==> src/rtl/omt_pkg.sv <==
package omt_pkg;
  localparam int unsigned OMT_ADDR_W = 8;
  localparam logic [OMT_ADDR_W-1:0] OFS_CMP0 = 8'h00;
  localparam logic [OMT_ADDR_W-1:0] OFS_CNT  = 8'h10;
  localparam logic [OMT_ADDR_W-1:0] OFS_STAT = 8'h14;
  localparam logic [OMT_ADDR_W-1:0] OFS_WDOG = 8'h18;
  localparam logic [OMT_ADDR_W-1:0] OFS_IEN  = 8'h1C;
  localparam int unsigned CMP_STRIDE = 4;
endpackage

==> src/rtl/omt_counter.sv <==
module omt_counter #(
  parameter int unsigned W = 32
) (
  input  logic         clk,
  input  logic         rst,
  input  logic         tick_en,
  input  logic         load,
  input  logic [W-1:0] load_val,
  output logic [W-1:0] cnt_q,
  output logic         eval_q
);
  // eval_q marks the cycle in which cnt_q holds a value reached by a tick
  always_ff @(posedge clk) begin
    if (rst) begin
      cnt_q  <= '0;
      eval_q <= 1'b0;
    end else begin
      eval_q <= tick_en & ~load;
      if (load)         cnt_q <= load_val;
      else if (tick_en) cnt_q <= cnt_q + 1'b1;
    end
  end
endmodule

==> src/rtl/omt_compare_bank.sv <==
module omt_compare_bank #(
  parameter int unsigned W   = 32,
  parameter int unsigned NCH = 4
) (
  input  logic                    clk,
  input  logic                    rst,
  input  logic [NCH-1:0]          wr_en,
  input  logic [W-1:0]            wdata,
  input  logic [W-1:0]            cnt,
  input  logic                    eval,
  output logic [NCH-1:0][W-1:0]   cmp_q,
  output logic [NCH-1:0]          hit
);
  for (genvar g = 0; g < NCH; g++) begin : g_ch
    always_ff @(posedge clk) begin
      if (rst)           cmp_q[g] <= '0;
      else if (wr_en[g]) cmp_q[g] <= wdata;
    end
    assign hit[g] = eval && (cnt == cmp_q[g]);
  end
endmodule

==> src/rtl/omt_event_ctrl.sv <==
module omt_event_ctrl #(
  parameter int unsigned W       = 32,
  parameter int unsigned NCH     = 4,
  parameter int unsigned IE_W    = 12,
  parameter int unsigned WDOG_CH = 3
) (
  input  logic            clk,
  input  logic            rst,
  input  logic [NCH-1:0]  hit,
  input  logic            stat_wr,
  input  logic            ien_wr,
  input  logic            wdog_wr,
  input  logic [W-1:0]    wdata,
  output logic [NCH-1:0]  status_q,
  output logic [IE_W-1:0] ien_q,
  output logic            wdog_q,
  output logic            rst_req_q
);
  logic [NCH-1:0] set_v;
  logic [NCH-1:0] clr_v;

  always_comb begin
    set_v = hit & ien_q[NCH-1:0];
    clr_v = stat_wr ? (wdata[NCH-1:0] & status_q) : '0;
  end

  always_ff @(posedge clk) begin
    if (rst) begin
      status_q  <= '0;
      ien_q     <= '0;
      wdog_q    <= 1'b0;
      rst_req_q <= 1'b0;
    end else begin
      status_q <= (status_q & ~clr_v) | set_v;
      if (ien_wr) ien_q <= wdata[IE_W-1:0];
      if (hit[WDOG_CH] && wdog_q) begin
        wdog_q    <= 1'b0;
        rst_req_q <= 1'b1;
      end else begin
        rst_req_q <= 1'b0;
        if (wdog_wr) wdog_q <= wdata[0];
      end
    end
  end
endmodule

==> src/rtl/os_match_timer.sv <==
module os_match_timer #(
  parameter int unsigned DATA_W  = 32,
  parameter int unsigned ADDR_W  = 8,
  parameter int unsigned NCH     = 4,
  parameter int unsigned IE_W    = 12,
  parameter int unsigned WDOG_CH = 3
) (
  input  logic              clk,
  input  logic              rst,
  input  logic              tick_en,
  input  logic              bus_sel,
  input  logic              bus_wr,
  input  logic [ADDR_W-1:0] bus_addr,
  input  logic [DATA_W-1:0] bus_wdata,
  output logic [DATA_W-1:0] bus_rdata,
  output logic [NCH-1:0]    irq_o,
  output logic              sys_reset_req
);
  import omt_pkg::*;

  logic                        wr_acc, rd_acc;
  logic                        cnt_wr, stat_wr, ien_wr, wdog_wr;
  logic [NCH-1:0]              cmp_wr;
  logic [NCH-1:0]              cmp_sel;
  logic [DATA_W-1:0]           cnt_q;
  logic                        eval_q;
  logic [NCH-1:0][DATA_W-1:0]  cmp_q;
  logic [NCH-1:0]              hit;
  logic [NCH-1:0]              status_q;
  logic [IE_W-1:0]             ien_q;
  logic                        wdog_q;
  logic [DATA_W-1:0]           rd_next;

  assign wr_acc = bus_sel & bus_wr;
  assign rd_acc = bus_sel & ~bus_wr;

  for (genvar g = 0; g < NCH; g++) begin : g_dec
    assign cmp_sel[g] = (bus_addr == ADDR_W'(OFS_CMP0 + g * CMP_STRIDE));
    assign cmp_wr[g]  = wr_acc & cmp_sel[g];
  end

  assign cnt_wr  = wr_acc & (bus_addr == OFS_CNT);
  assign stat_wr = wr_acc & (bus_addr == OFS_STAT);
  assign ien_wr  = wr_acc & (bus_addr == OFS_IEN);
  assign wdog_wr = wr_acc & (bus_addr == OFS_WDOG);

  omt_counter #(.W(DATA_W)) u_cnt (
    .clk(clk), .rst(rst), .tick_en(tick_en), .load(cnt_wr),
    .load_val(bus_wdata), .cnt_q(cnt_q), .eval_q(eval_q)
  );

  omt_compare_bank #(.W(DATA_W), .NCH(NCH)) u_cmp (
    .clk(clk), .rst(rst), .wr_en(cmp_wr), .wdata(bus_wdata),
    .cnt(cnt_q), .eval(eval_q), .cmp_q(cmp_q), .hit(hit)
  );

  omt_event_ctrl #(.W(DATA_W), .NCH(NCH), .IE_W(IE_W), .WDOG_CH(WDOG_CH)) u_evt (
    .clk(clk), .rst(rst), .hit(hit), .stat_wr(stat_wr), .ien_wr(ien_wr),
    .wdog_wr(wdog_wr), .wdata(bus_wdata), .status_q(status_q),
    .ien_q(ien_q), .wdog_q(wdog_q), .rst_req_q(sys_reset_req)
  );

  always_comb begin
    rd_next = '0;
    for (int i = 0; i < NCH; i++) begin
      if (cmp_sel[i]) rd_next = cmp_q[i];
    end
    if (bus_addr == OFS_CNT)  rd_next = cnt_q;
    if (bus_addr == OFS_STAT) rd_next = DATA_W'(status_q);
    if (bus_addr == OFS_WDOG) rd_next = DATA_W'(wdog_q);
    if (bus_addr == OFS_IEN)  rd_next = DATA_W'(ien_q);
  end

  always_ff @(posedge clk) begin
    if (rst)         bus_rdata <= '0;
    else if (rd_acc) bus_rdata <= rd_next;
  end

  assign irq_o = status_q;
endmodule

==> config.mk <==
export PLATFORM = sky130hd
export DESIGN_NAME = os_match_timer
export DESIGN_NICKNAME = d
export VERILOG_FILES = /design/src/rtl/omt_pkg.sv /design/src/rtl/omt_counter.sv /design/src/rtl/omt_compare_bank.sv /design/src/rtl/omt_event_ctrl.sv /design/src/rtl/os_match_timer.sv
export SDC_FILE = /design/constraint.sdc
export NUM_CORES = 1
export LEC_CHECK = 0
export ABC_CLOCK_PERIOD_IN_PS = 8500
export BUFFER_PORTS_ARGS = -buffer_cell sky130_fd_sc_hd__buf_2
export CAP_MARGIN = 20
export CORE_ASPECT_RATIO = 1.25
export CORE_MARGIN = 8
export CORE_UTILIZATION = 35
export CTS_BUF_LIST = sky130_fd_sc_hd__clkbuf_2 sky130_fd_sc_hd__clkbuf_4 sky130_fd_sc_hd__clkbuf_8
export DETAILED_ROUTE_END_ITERATION = 10
export PLACE_DENSITY = 0.53
export SYNTH_ARGS = -nofsm -noshare
export SYNTH_HDL_FRONTEND = slang
export SYNTH_SLANG_ARGS = --single-unit
==> constraint.sdc <==
create_clock -name clk -period 8.5 [get_ports clk]
set_input_delay 2.55 -clock clk [delete_from_list [all_inputs] [get_ports clk]]
set_output_delay 2.55 -clock clk [all_outputs]
set_load 0.1 [all_outputs]
* Yosys cells after proc, flatten, opt, wreduce, memory -nomap -nowiden
Index checks and enable logic that the tools add are counted.
** Word-level totals
- Logic and storage cells :: 61
- Bits of input ports :: 45
- Flip-flop bits (word level) :: 211
- Output and inout port bits :: 37
** Cells by class
- Multiplexer cells :: 12
- Reductions and logical operators :: 8
- Bitwise logic cells :: 18
- Eq/ne operators :: 11
- $add $sub $neg :: 1
** Operators by type and width (number)
- $mux 32 :: 10
- $eq 32x32->1 :: 4
- $add 32x1->32 const B :: 1
- $eq 8x5->1 const B :: 4
- $eq 8x4->1 const B :: 2
- $and 4x4->4 :: 3
- $and 1x1->1 :: 11
- $eq 8x3->1 const B :: 1
- $logic_not 8->1 :: 1
- $logic_and 1x1->1 :: 5
- $mux 4 :: 1
- $not 4->4 :: 1
- $or 4x4->4 :: 1
- $not 1->1 :: 2
- $reduce_bool 2->1 :: 1
- $reduce_or 2->1 :: 1
- $mux 1 :: 1

* Logic depth before layout (Yosys ltp)
Gate-level depths: netlist of run 1.
- Depth in word-level cells :: 9
- Depth in mapped cells :: 9
- Depth with buffers taken out :: 6

* Hierarchy
A second synthesis of run 1 with hierarchy kept.
** Unflattened totals
- Cell total of the unflattened synthesis :: 1266
- Area, all modules :: 11472.3 um^2
** By module, submodules not included
- omt_compare_bank :: cells each 590, area an instance 5878.1 um^2, instances 1
- os_match_timer :: cells each 367, area an instance 2976.6 um^2, instances 1
- omt_counter :: cells each 248, area an instance 1970.6 um^2, instances 1
- omt_event_ctrl :: cells each 61, area an instance 646.9 um^2, instances 1

* Worst setup path before layout of run 1
Ideal clock, no wire load.
- Kind :: input to register
- Start point :: in bus_addr[7]
- End point :: reg u_cmp.cmp_q[38] in the netlist's numbering
- Setup time :: 0.143 ns
- Data required time :: 8.357 ns
- Buffers on the path :: 4
- Path slack :: 3.963 ns
- Data arrival time :: 4.394 ns
- Stages on the path :: 9
- Cell sequence :: or4_1 > clkbuf_2 > or3_1 > buf_2 > or3_1 > buf_2 > buf_6 > nand2_2 > a21oi_2
** On the way
- Word-level cells in the longest chain between the ends :: 2
** RTL lines
- start, declared :: RTL line os_match_timer.sv:13 : input logic [ADDR_W-1:0] bus_addr,
- $eq 8x3->1 :: RTL line os_match_timer.sv:38 : assign cmp_sel[g] = (bus_addr == ADDR_W'(OFS_CMP0 + g * CMP_STRIDE));
- $and 1x1->1 :: RTL line os_match_timer.sv:39 : assign cmp_wr[g] = wr_acc & cmp_sel[g];
- end signal, assigned by index :: RTL line omt_compare_bank.sv:17 : else if (wr_en[g]) cmp_q[g] <= wdata;
- end, declared :: RTL line omt_compare_bank.sv:11 : output logic [NCH-1:0][W-1:0] cmp_q,
No other way between the ends.
A chain may end at the register's enable or synchronous reset.

* Final worst setup path of run 1
- Start point :: in bus_addr[7]
- End point :: reg u_cmp.cmp_q[111] in the netlist's numbering
** On the way
- Word-level cells in the longest chain between the ends :: 2
** RTL lines (RTL line)
- $eq 8x4->1 :: os_match_timer.sv:38
- $and 1x1->1 :: os_match_timer.sv:39
No other way between the ends.

==> qor.csv, run 1 <==
stage;metric;value;unit
synth;synth_edf_count;0;
synth;netlist.area_leader.share;38.8;%
layout;final_layout_size_suffix_gt1_share;17.7;%
die;io_pins;82;
clock_tree;cts_setup_buffers;0;
synth;synth-async-reset-ratio;0;%
timing;rsz0062_at_grt;false;
power;p_switching;535;uW
timing;hold_viol_final;0;
power;p_int;1.61;mW
synth;synthTopCellsByArea;dfxtp_1, nand2_1, xor2_1;
job;drv_cap;0;
power;power.combinational.fraction;5.3;%
power;switching_share;25.0;%
synth;synth.yosys.warnings;0;
die;die_w;174;um
layout;final_cells;1816;
timing;fin_crit;5.27;ns
layout;multiInputGateArea;0.00617;mm2
synth;syn-num-nets;1404;
layout;fillers;3221;
synth;synth_most_common_cell;nand2_1;
clock_tree;cts_max_level;2;
grt;globalRouteTotalUtil;21.0;%
critical_path;setup.worst_path.class;in2reg;
clock_tree;numCtsBuffers;37;
power;p_leak;4.78;nW
critical_path;slowest_delay;0.93;ns
routing;post_drt_via_cell_ratio;5.45;
clock_tree;cts_tree;built;
routing;top_layer;met4;
power;p_clk_share;48.1;%
timing;slew_headroom;23.2;%
timing;fin_crit_sh;62.0;%
place;portBuffers;81;
routing;ant_nets;0;
timing;drv_slew;0;
clock_tree;clock-root-buffer;clkbuf_8;
routing;drt_iter0_drc;841;
synth;ys_ff_latch;211;
layout;seq_area;0.00422;mm2
timing;worst_pin_slew;1.15;ns
timing;fin_skew;0.0203;ns
routing;routed-wl-met2;18800;um
grt;overflow;0;
die;start_util;35.4;%
power;ir_drop;0.0000767;V
synth;syn_inst;1358;
timing;finalSetupViolCount;0;
layout;final_util;39.9;%
timing;setup-tns-final;0;ns
clock_tree;cts.sinks;211;
die;rows;72;
grt;grt_pass1_wl;60700;um
routing;dr_total_vias;9889;
clock_tree;cts_hold_buf;0;
place;place.gp.congestion;0.951;
routing;drt-total-wl;39800;um
place;hpwl;28100;um
critical_path;worstSetupEndpointType;register;
synth;ys_seq_area_share;38.8;%
place;place_inst;1748;
power;power_density;174;mW/mm2
routing;route.met3.wl;2660;um
timing;fmax;190;MHz
synth;synth_top_area_cell;dfxtp_1;
grt;grt_start_max_net_pins;83;
critical_path;critical_path.cell_chain;buf_2 > or4_1 > nor3_4 > nand4_1 > buf_4 > nand2_1 > a21oi_1;
die;core_area;0.0308;mm2
die;die_area;0.0371;mm2
power;seq_power_share;46.6;%
layout;nets;1426;
critical_path;crit_family;simple AND/OR/NAND/NOR gates;
routing;avgRoutedWirePerCell;21.9;um
grt;antenna_found_initial;0;
critical_path;required;8.88;ns
die;dieHeight;213;um
synth;synthesis.area;0.0109;mm2
outcome;outcome;finished clean;
synth;synth_common_cells;nand2_1, dfxtp_1, xor2_1, a21oi_1, clkbuf_1;
critical_path;cp_num_buf_inv;2;
grt;first_global_vias;9711;
clock_tree;cts_resized;0;
critical_path;slowest_stage;nor3_4;
clock_tree;path_clk_slew;0.06;ns
clock_tree;cts.path.max_buffers;3;
clock_tree;clk_latency;0.56;ns
critical_path;cp.arrival;5.65;ns
layout;syn_to_final_growth;12.9;%
min_path;hp-class;reg2reg;
layout;antenna_cells;0;
synth;ys_types;48;
synth;synth_ff_type;dfxtp_1;
synth;avgSynthCellArea;8.02;um2
routing;met1_length;16800;um
routing;post-route-drc-count;0;
routing;drt_pass1_iterations;6;
critical_path;worstPathMaxFanout;25;
critical_path;crit_path_start_kind;primary input;
[cell usage in the layout, fill, tap and decap left out, drive strengths merged, types with 2 or more instances in the layout]
| cell | n |
|---|---|
| o21ai | 69 |
| clkbuf | 64 |
| buf | 100 |
| o22ai | 2 |
| and3 | 9 |
| a22oi | 10 |
| mux2 | 2 |
| nand2b | 3 |
| a21oi | 136 |
| a221oi | 22 |
| inv | 6 |
| o221ai | 6 |
| a211oi | 34 |
| o21a | 2 |
| a21o | 2 |
| nand2 | 336 |
| and2 | 2 |
| nor3 | 15 |
| nand4 | 27 |
| dfxtp | 211 |
| mux4 | 4 |
| and4 | 3 |
| o211ai | 2 |
| clkinv | 4 |
| a31o | 2 |
| nor2 | 58 |
| nor4 | 34 |
| xnor2 | 52 |
| nand3 | 25 |
| or3 | 5 |
| mux2i | 41 |
| xor2 | 107 |
| nor2b | 4 |
[cell type report]
type / count / share of cell area, %
sequential: 211 / 34.4
timing repair buffer: 100 / 4.49
tap: 407 / 4.14
inverter: 7 / 0.214
clock buffer: 64 / 6.45
multi-input combinational: 1023 / 50.2
clock inverter: 4 / 0.183
[metrics by stage]
step,area [um2],power (mW),hold WS (ns),setup WS [ns]
3_5_place_dp,11500,1.13,0.440,2.66
2_1_floorplan,10900,1.08,0.448,3.96
3_3_place_gp,11500,1.13,0.434,2.85
6_report,12300,2.14,0.447,3.23
4_1_cts,12300,2.15,0.454,3.23
5_1_grt,12300,2.20,0.463,3.13
[worst min-delay path, delay by kind of cell (launching register included)]
kind | cells | cell delay (ns)
AOI/OAI and AO/OA | 1 | 0.05
and+or+nand+nor | 1 | 0.04
DFF | 1 | 0.32
[path summary, 6_finish.rpt]
kind / slack (ns) / to / startpoint / cells past startpoint
setup / recovery: 3.23 / u_cmp.cmp_q[111] / bus_addr[7] / 7
hold / removal: 0.45 / bus_rdata[20] / bus_rdata[20] / 2
setup reg to reg: 5.68 / u_cnt.cnt_q[31] / u_cnt.cnt_q[2] / 5
hold reg to reg: 0.45 / bus_rdata[20] / bus_rdata[20] / 2
[kinds of logic after synthesis]
| group | synth area share [%] |
|---|---|
| AOI/OAI and AO/OA | 16.7 |
| buffers and inverters | 5.09 |
| xor gates and xnor gates | 12.8 |
| DFF | 38.8 |
| muxes | 4.80 |
| adders and majority gates | 0.115 |
| and+or+nand+nor | 21.7 |
[routing by layer]
| metal | vias to the layer above | global-route usage, % |
|---|---|---|
| li1 | 4702 | - |
| met1 | 4693 | 26.2 |
| met2 | 399 | 35.4 |
| met3 | 95 | 3.68 |
| met4 | 0 | 9.06 |
| met5 | - | 0 |
[flip-flops by register name (all words and copies together), names as in the netlist]
register and count:
u_cmp.cmp_q 128, bus_rdata 32, u_evt.rst_req_q 1, u_evt.ien_q 12, u_cnt.eval_q 1, u_cnt.cnt_q 32, u_evt.status_q 4, u_evt.wdog_q 1
[power by group through the flow]
stage	sequential [mW]	combinational, mW	clock (mW)
global route	0.997	0.120	1.09
detailed placement	1.02	0.112	0
floorplan	1.02	0.0570	0
CTS	0.997	0.112	1.04
global placement	1.02	0.112	0
finish	0.997	0.114	1.03
(Power assumes the default switching activity.)
==> inputs of run 2 (changes only) <==
--- a/config.mk
+++ b/config.mk
@@ -5,7 +5,7 @@
 export SDC_FILE = /design/constraint.sdc
 export NUM_CORES = 1
 export LEC_CHECK = 0
-export ABC_CLOCK_PERIOD_IN_PS = 8500
+export ABC_CLOCK_PERIOD_IN_PS = 5250
 export BUFFER_PORTS_ARGS = -buffer_cell sky130_fd_sc_hd__buf_2
 export CAP_MARGIN = 20
 export CORE_ASPECT_RATIO = 1.25
==> constraint.sdc (replaced) <==
create_clock -name clk -period 5.25 [get_ports clk]
set_input_delay 1.575 -clock clk [delete_from_list [all_inputs] [get_ports clk]]
set_output_delay 1.575 -clock clk [all_outputs]
set_load 0.1 [all_outputs]
==> qor.csv, run 2 (synthesis gave the netlist of run 1 again) <==
stage;metric;value;unit;change
outcome;outcome;finished clean;;
timing;hold_viol_final;0;;unchanged
timing;slew_headroom;24.9;%;+1.8 points
critical_path;worstPathMaxFanout;32;;+28%
critical_path;critical_path.cell_chain;buf_2 > or4_1 > or3_1 > or3_2 > nand2_2 > a21oi_2;;
critical_path;crit_family;simple AND/OR/NAND/NOR gates;;
timing;worst_pin_slew;1.13;ns;-0.0226 ns
place;hpwl;28500;um;+1.4%
routing;dr_total_vias;9935;;+0.47%
job;drv_cap;0;;unchanged
layout;seq_area;0.00422;mm2;unchanged
grt;grtUsageMet1;26.7;%;+0.55 points
place;place.gp.congestion;0.938;;-1.4%
grt;grt_start_max_net_pins;69;;-17%
clock_tree;clk_latency;0.55;ns;about the same
layout;nets;1431;;+0.35%
layout;fillers;3223;;+0.062%
place;portBuffers;81;;unchanged
layout;regMostFlops;u_cmp.cmp_q;;
grt;overflow;0;;unchanged
critical_path;slowest_delay;0.98;ns;+0.05 ns
die;dieHeight;213;um;unchanged
critical_path;cp_num_buf_inv;1;;-1
routing;drt_pass1_iterations;5;;-1
die;rows;72;;unchanged
clock_tree;cts_resized;0;;unchanged
die;core_area;0.0308;mm2;unchanged
timing;setup-tns-final;0;ns;unchanged
clock_tree;cts.sinks;211;;unchanged
clock_tree;cts_tree;built;;
timing;drv_slew;0;;unchanged
min_path;hp-class;reg2reg;;
layout;final_layout_size_suffix_gt1_share;17.9;%;+0.19 points
timing;fin_skew;0.0170;ns;-0.00337 ns
routing;drt-total-wl;40400;um;+1.6%
clock_tree;numCtsBuffers;37;;unchanged
clock_tree;cts.path.max_buffers;3;;unchanged
routing;avgRoutedWirePerCell;22.2;um;+1.4%
grt;globalRouteTotalUtil;21.3;%;+0.21 points
critical_path;setup.worst_path.class;in2reg;;
power;p_total;3.40;mW;+59%
layout;final_cell_mix;nand2_1, dfxtp_1, xor2_1;;
layout;top_regs;u_cmp.cmp_q: 128 flops, bus_rdata: 32 flops, u_cnt.cnt_q: 32 flops;;
clock_tree;clock-root-buffer;clkbuf_8;;
critical_path;cp.arrival;4.27;ns;-1.38 ns
die;die_area;0.0371;mm2;unchanged
timing;finalSetupViolCount;0;;unchanged
die;die_w;174;um;unchanged
grt;first_global_vias;9602;;-1.1%
timing;rsz0062_at_grt;false;;
timing;fin_crit_sh;73.9;%;
layout;multiInputGateArea;0.00618;mm2;+0.10%
layout;final_common_cell;nand2_1;;
routing;ant_nets;0;;unchanged
die;io_pins;82;;unchanged
grt;top_usage_layer;met2;;
routing;post_drt_via_cell_ratio;5.46;;+0.30%
layout;largest_reg_flops;128;;unchanged
power;power_density;276;mW/mm2;+58%
critical_path;slowest_stage;or3_2;;
critical_path;required;5.65;ns;-3.23 ns
grt;antenna_found_initial;1;;+1
critical_path;worstSetupEndpointType;register;;
grt;grt_use_met3;3.64;%;-0.035 points
routing;drt_iter0_drc;858;;+2.0%
timing;fmax;258;MHz;
clock_tree;cts_max_level;2;;unchanged
layout;syn_to_final_growth;13.0;%;
die;start_util;35.4;%;unchanged
clock_tree;path_clk_slew;0.06;ns;about the same
grt;grt_pass1_wl;61300;um;+1.1%
critical_path;crit_path_start_kind;primary input;;
clock_tree;cts_setup_buffers;0;;unchanged
power;p_leak;4.78;nW;about the same
power;ir_drop;0.000124;V;+61%
clock_tree;cts_hold_buf;0;;unchanged
grt;grtUsageMet2;35.7;%;+0.24 points
timing;fin_crit;3.88;ns;
routing;post-route-drc-count;0;;unchanged
run 2: worst min-delay path, cell delays in order (launching register included):
cell and delay, ns:
dfxtp_1 0.32, nand2_1 0.04, o21ai_0 0.05
run 2: final timing paths:
path | slack [ns] | cells after the start | to | from
setup / recovery | 1.37 | 6 | u_cmp.cmp_q[53] | bus_addr[7]
hold reg to reg | 0.44 | 2 | bus_rdata[21] | bus_rdata[21]
hold / removal | 0.44 | 2 | bus_rdata[21] | bus_rdata[21]
setup reg to reg | 2.48 | 5 | u_cnt.cnt_q[28] | u_cnt.cnt_q[2]
run 2: per-stage QoR:
stage               util [%]  area (um2)  instances  hold slack (ns)  setup WS (ns)
CTS                     40.0       12300       1818            0.452           1.41
floorplan                  -       10900       1358            0.448           1.69
global route            40.0       12300       1818            0.483           1.30
finish                  40.0       12300       1819            0.444           1.37
global placement        37.5       11500       1753            0.434          0.862
detailed placement      37.5       11500       1753            0.438          0.823
run 2: report_power, final:
group	internal [mW]	switching, mW	total [mW]
logic	0.0464	0.135	0.181
clock network	0.889	0.712	1.60
registers	1.61	0.00869	1.61
total	2.54	0.855	3.40
run 2: cell type report:
type	instances	area share [%]
tap	407	4.14
inverter	7	0.213
clock buffer	59	5.98
clock inverter	6	0.284
antenna	1	0.0203
sequential	211	34.3
multi-input combinational	1023	50.2
timing repair buffer	105	4.91
run 2: layer usage:
| layer | vias up | share of wire [%] |
|---|---|---|
| met1 | 4786 | 42 |
| met4 | 0 | 3.8 |
| met5 | - | 0 |
| met3 | 86 | 6.8 |
| li1 | 4714 | - |
| met2 | 349 | 48 |
==> inputs of run 3 (changes only) <==
--- a/config.mk
+++ b/config.mk
@@ -5,7 +5,7 @@
 export SDC_FILE = /design/constraint.sdc
 export NUM_CORES = 1
 export LEC_CHECK = 0
-export ABC_CLOCK_PERIOD_IN_PS = 5250
+export ABC_CLOCK_PERIOD_IN_PS = 3800
 export BUFFER_PORTS_ARGS = -buffer_cell sky130_fd_sc_hd__buf_2
 export CAP_MARGIN = 20
 export CORE_ASPECT_RATIO = 1.25
==> constraint.sdc (replaced) <==
create_clock -name clk -period 3.8 [get_ports clk]
set_input_delay 1.14 -clock clk [delete_from_list [all_inputs] [get_ports clk]]
set_output_delay 1.14 -clock clk [all_outputs]
set_load 0.1 [all_outputs]
==> qor.csv, run 3 (synthesis gave the netlist of run 1 again) <==
stage;metric;value;unit;change
timing;fin_crit;2.90;ns;
clock_tree;clk_latency;0.54;ns;about the same
layout;final_layout_size_suffix_gt1_share;18.2;%;+0.26 points
die;rows;72;;unchanged
power;power_density;368;mW/mm2;+33%
clock_tree;cts_tree;built;;
routing;drt-total-wl;40200;um;-0.51%
critical_path;worstPathMaxFanout;32;;unchanged
layout;largest_reg_flops;128;;unchanged
timing;worst_pin_slew;1.03;ns;-0.101 ns
routing;drt_pass1_iterations;5;;unchanged
timing;setup-tns-final;0;ns;unchanged
die;die_area;0.0371;mm2;unchanged
routing;drt_iter0_drc;930;;+8.4%
grt;globalRouteTotalUtil;21.2;%;-0.023 points
critical_path;worstSetupEndpointType;register;;
routing;dr_total_vias;10100;;+1.2%
clock_tree;numCtsBuffers;38;;+2.7%
place;portBuffers;81;;unchanged
job;drv_cap;0;;unchanged
critical_path;cp.arrival;3.28;ns;-0.99 ns
clock_tree;cts_resized;0;;unchanged
layout;final_cell_mix;nand2_1, dfxtp_1, xor2_1;;
layout;syn_to_final_growth;13.4;%;
timing;rsz0062_at_grt;false;;
critical_path;required;4.18;ns;-1.47 ns
timing;drv_slew;0;;unchanged
clock_tree;path_clk_slew;0.06;ns;about the same
place;hpwl;28100;um;-1.3%
clock_tree;cts_setup_buffers;0;;unchanged
clock_tree;cts.sinks;211;;unchanged
power;p_total;4.55;mW;+34%
die;dieHeight;213;um;unchanged
clock_tree;cts_hold_buf;0;;unchanged
outcome;outcome;finished clean;;
power;p_leak;4.81;nW;+0.75%
min_path;hp-class;reg2reg;;
timing;hold_viol_final;0;;unchanged
die;die_w;174;um;unchanged
layout;fillers;3248;;+0.78%
layout;nets;1445;;+0.98%
grt;antenna_found_initial;2;;+1
timing;slew_headroom;31.0;%;+6.1 points
grt;grt_start_max_net_pins;113;;+64%
clock_tree;clock-root-buffer;clkbuf_8;;
grt;grt_pass1_wl;61600;um;+0.44%
timing;finalSetupViolCount;0;;unchanged
grt;overflow;0;;unchanged
layout;final_common_cell;nand2_1;;
clock_tree;cts.path.max_buffers;3;;unchanged
layout;top_regs;u_cmp.cmp_q: 128 flops, bus_rdata: 32 flops, u_cnt.cnt_q: 32 flops;;
die;core_area;0.0308;mm2;unchanged
routing;post-route-drc-count;0;;unchanged
critical_path;setup.worst_path.class;in2reg;;
timing;fin_crit_sh;76.2;%;
critical_path;crit_path_start_kind;primary input;;
timing;fin_skew;0.0219;ns;+0.00491 ns
clock_tree;cts_max_level;2;;unchanged
die;start_util;35.4;%;unchanged
routing;avgRoutedWirePerCell;22.0;um;-0.95%
layout;regMostFlops;u_cmp.cmp_q;;
place;place.gp.congestion;0.954;;+1.8%
grt;first_global_vias;9842;;+2.5%
timing;fmax;345;MHz;
power;ir_drop;0.000219;V;+77%
die;io_pins;82;;unchanged
routing;ant_nets;0;;unchanged
routing;post_drt_via_cell_ratio;5.50;;+0.73%
-- run 3: cell count changes in the layout (fill, tap and decap cells not counted), sizes merged --
cell / before / now
buf: 105 / 118
diode: 1 / 2
clkinvlp: 2 / 1
clkbuf: 59 / 54
-- run 3: path summary, 6_finish.rpt --
check                                     from           endpoint  slack, ns  depth (start not counted)
worst max-delay path               bus_addr[7]    u_cmp.cmp_q[47]       0.90                          7
worst min register to register   bus_rdata[21]      bus_rdata[21]       0.45                          2
worst min-delay path             bus_rdata[21]      bus_rdata[21]       0.45                          2
worst max register to register  u_cnt.cnt_q[2]  u_evt.status_q[2]       1.09                          5
-- run 3: critical path, cell delays in order --
cell and delay (ns):
buf_2 0.11, or4_1 0.54, or3_1 0.43, or3_2 0.48
buf_4 0.31, nand2_2 0.16, a21oi_2 0.05
-- run 3: layout make-up --
type                    instances  area, um2  share of cell area (%)
flip-flops and latches        211       4220                    34.2
multi-input cells            1023       6160                    49.9
clock buffers                  54        662                    5.36
inverters                       7       26.3                   0.213
repair buffers                118        739                    5.98
clock inverters                 5       27.5                   0.223
well taps                     407        509                    4.12
diodes                          2       5.00                  0.0405
-- run 3: where the power goes --
group	total (mW)	switching [mW]	internal, mW
combinational	0.254	0.186	0.0675
sequential	2.23	0.0119	2.22
clock	2.06	0.954	1.11
-- run 3: metrics by stage --
stage	instance area [um2]	utilization [%]	hold WS [ns]	instances	worst slack, ns
after floorplan	10900	-	0.448	1358	0.673
after global placement	11700	37.9	0.433	1766	0.382
after detailed placement	11700	37.9	0.441	1766	0.373
after CTS	12400	40.1	0.456	1825	0.945
after global routing	12400	40.1	0.483	1826	0.762
final	12400	40.1	0.445	1827	0.904
-- run 3: routing by layer --
| layer | global-route usage (%) | share of wire, % | up-vias |
|---|---|---|---|
| li1 | - | - | 4727 |
| met1 | 26.9 | 43 | 4850 |
| met5 | 0 | 0 | - |
| met3 | 3.34 | 5.8 | 87 |
| met4 | 9.03 | 3.4 | 0 |
| met2 | 35.4 | 48 | 388 |
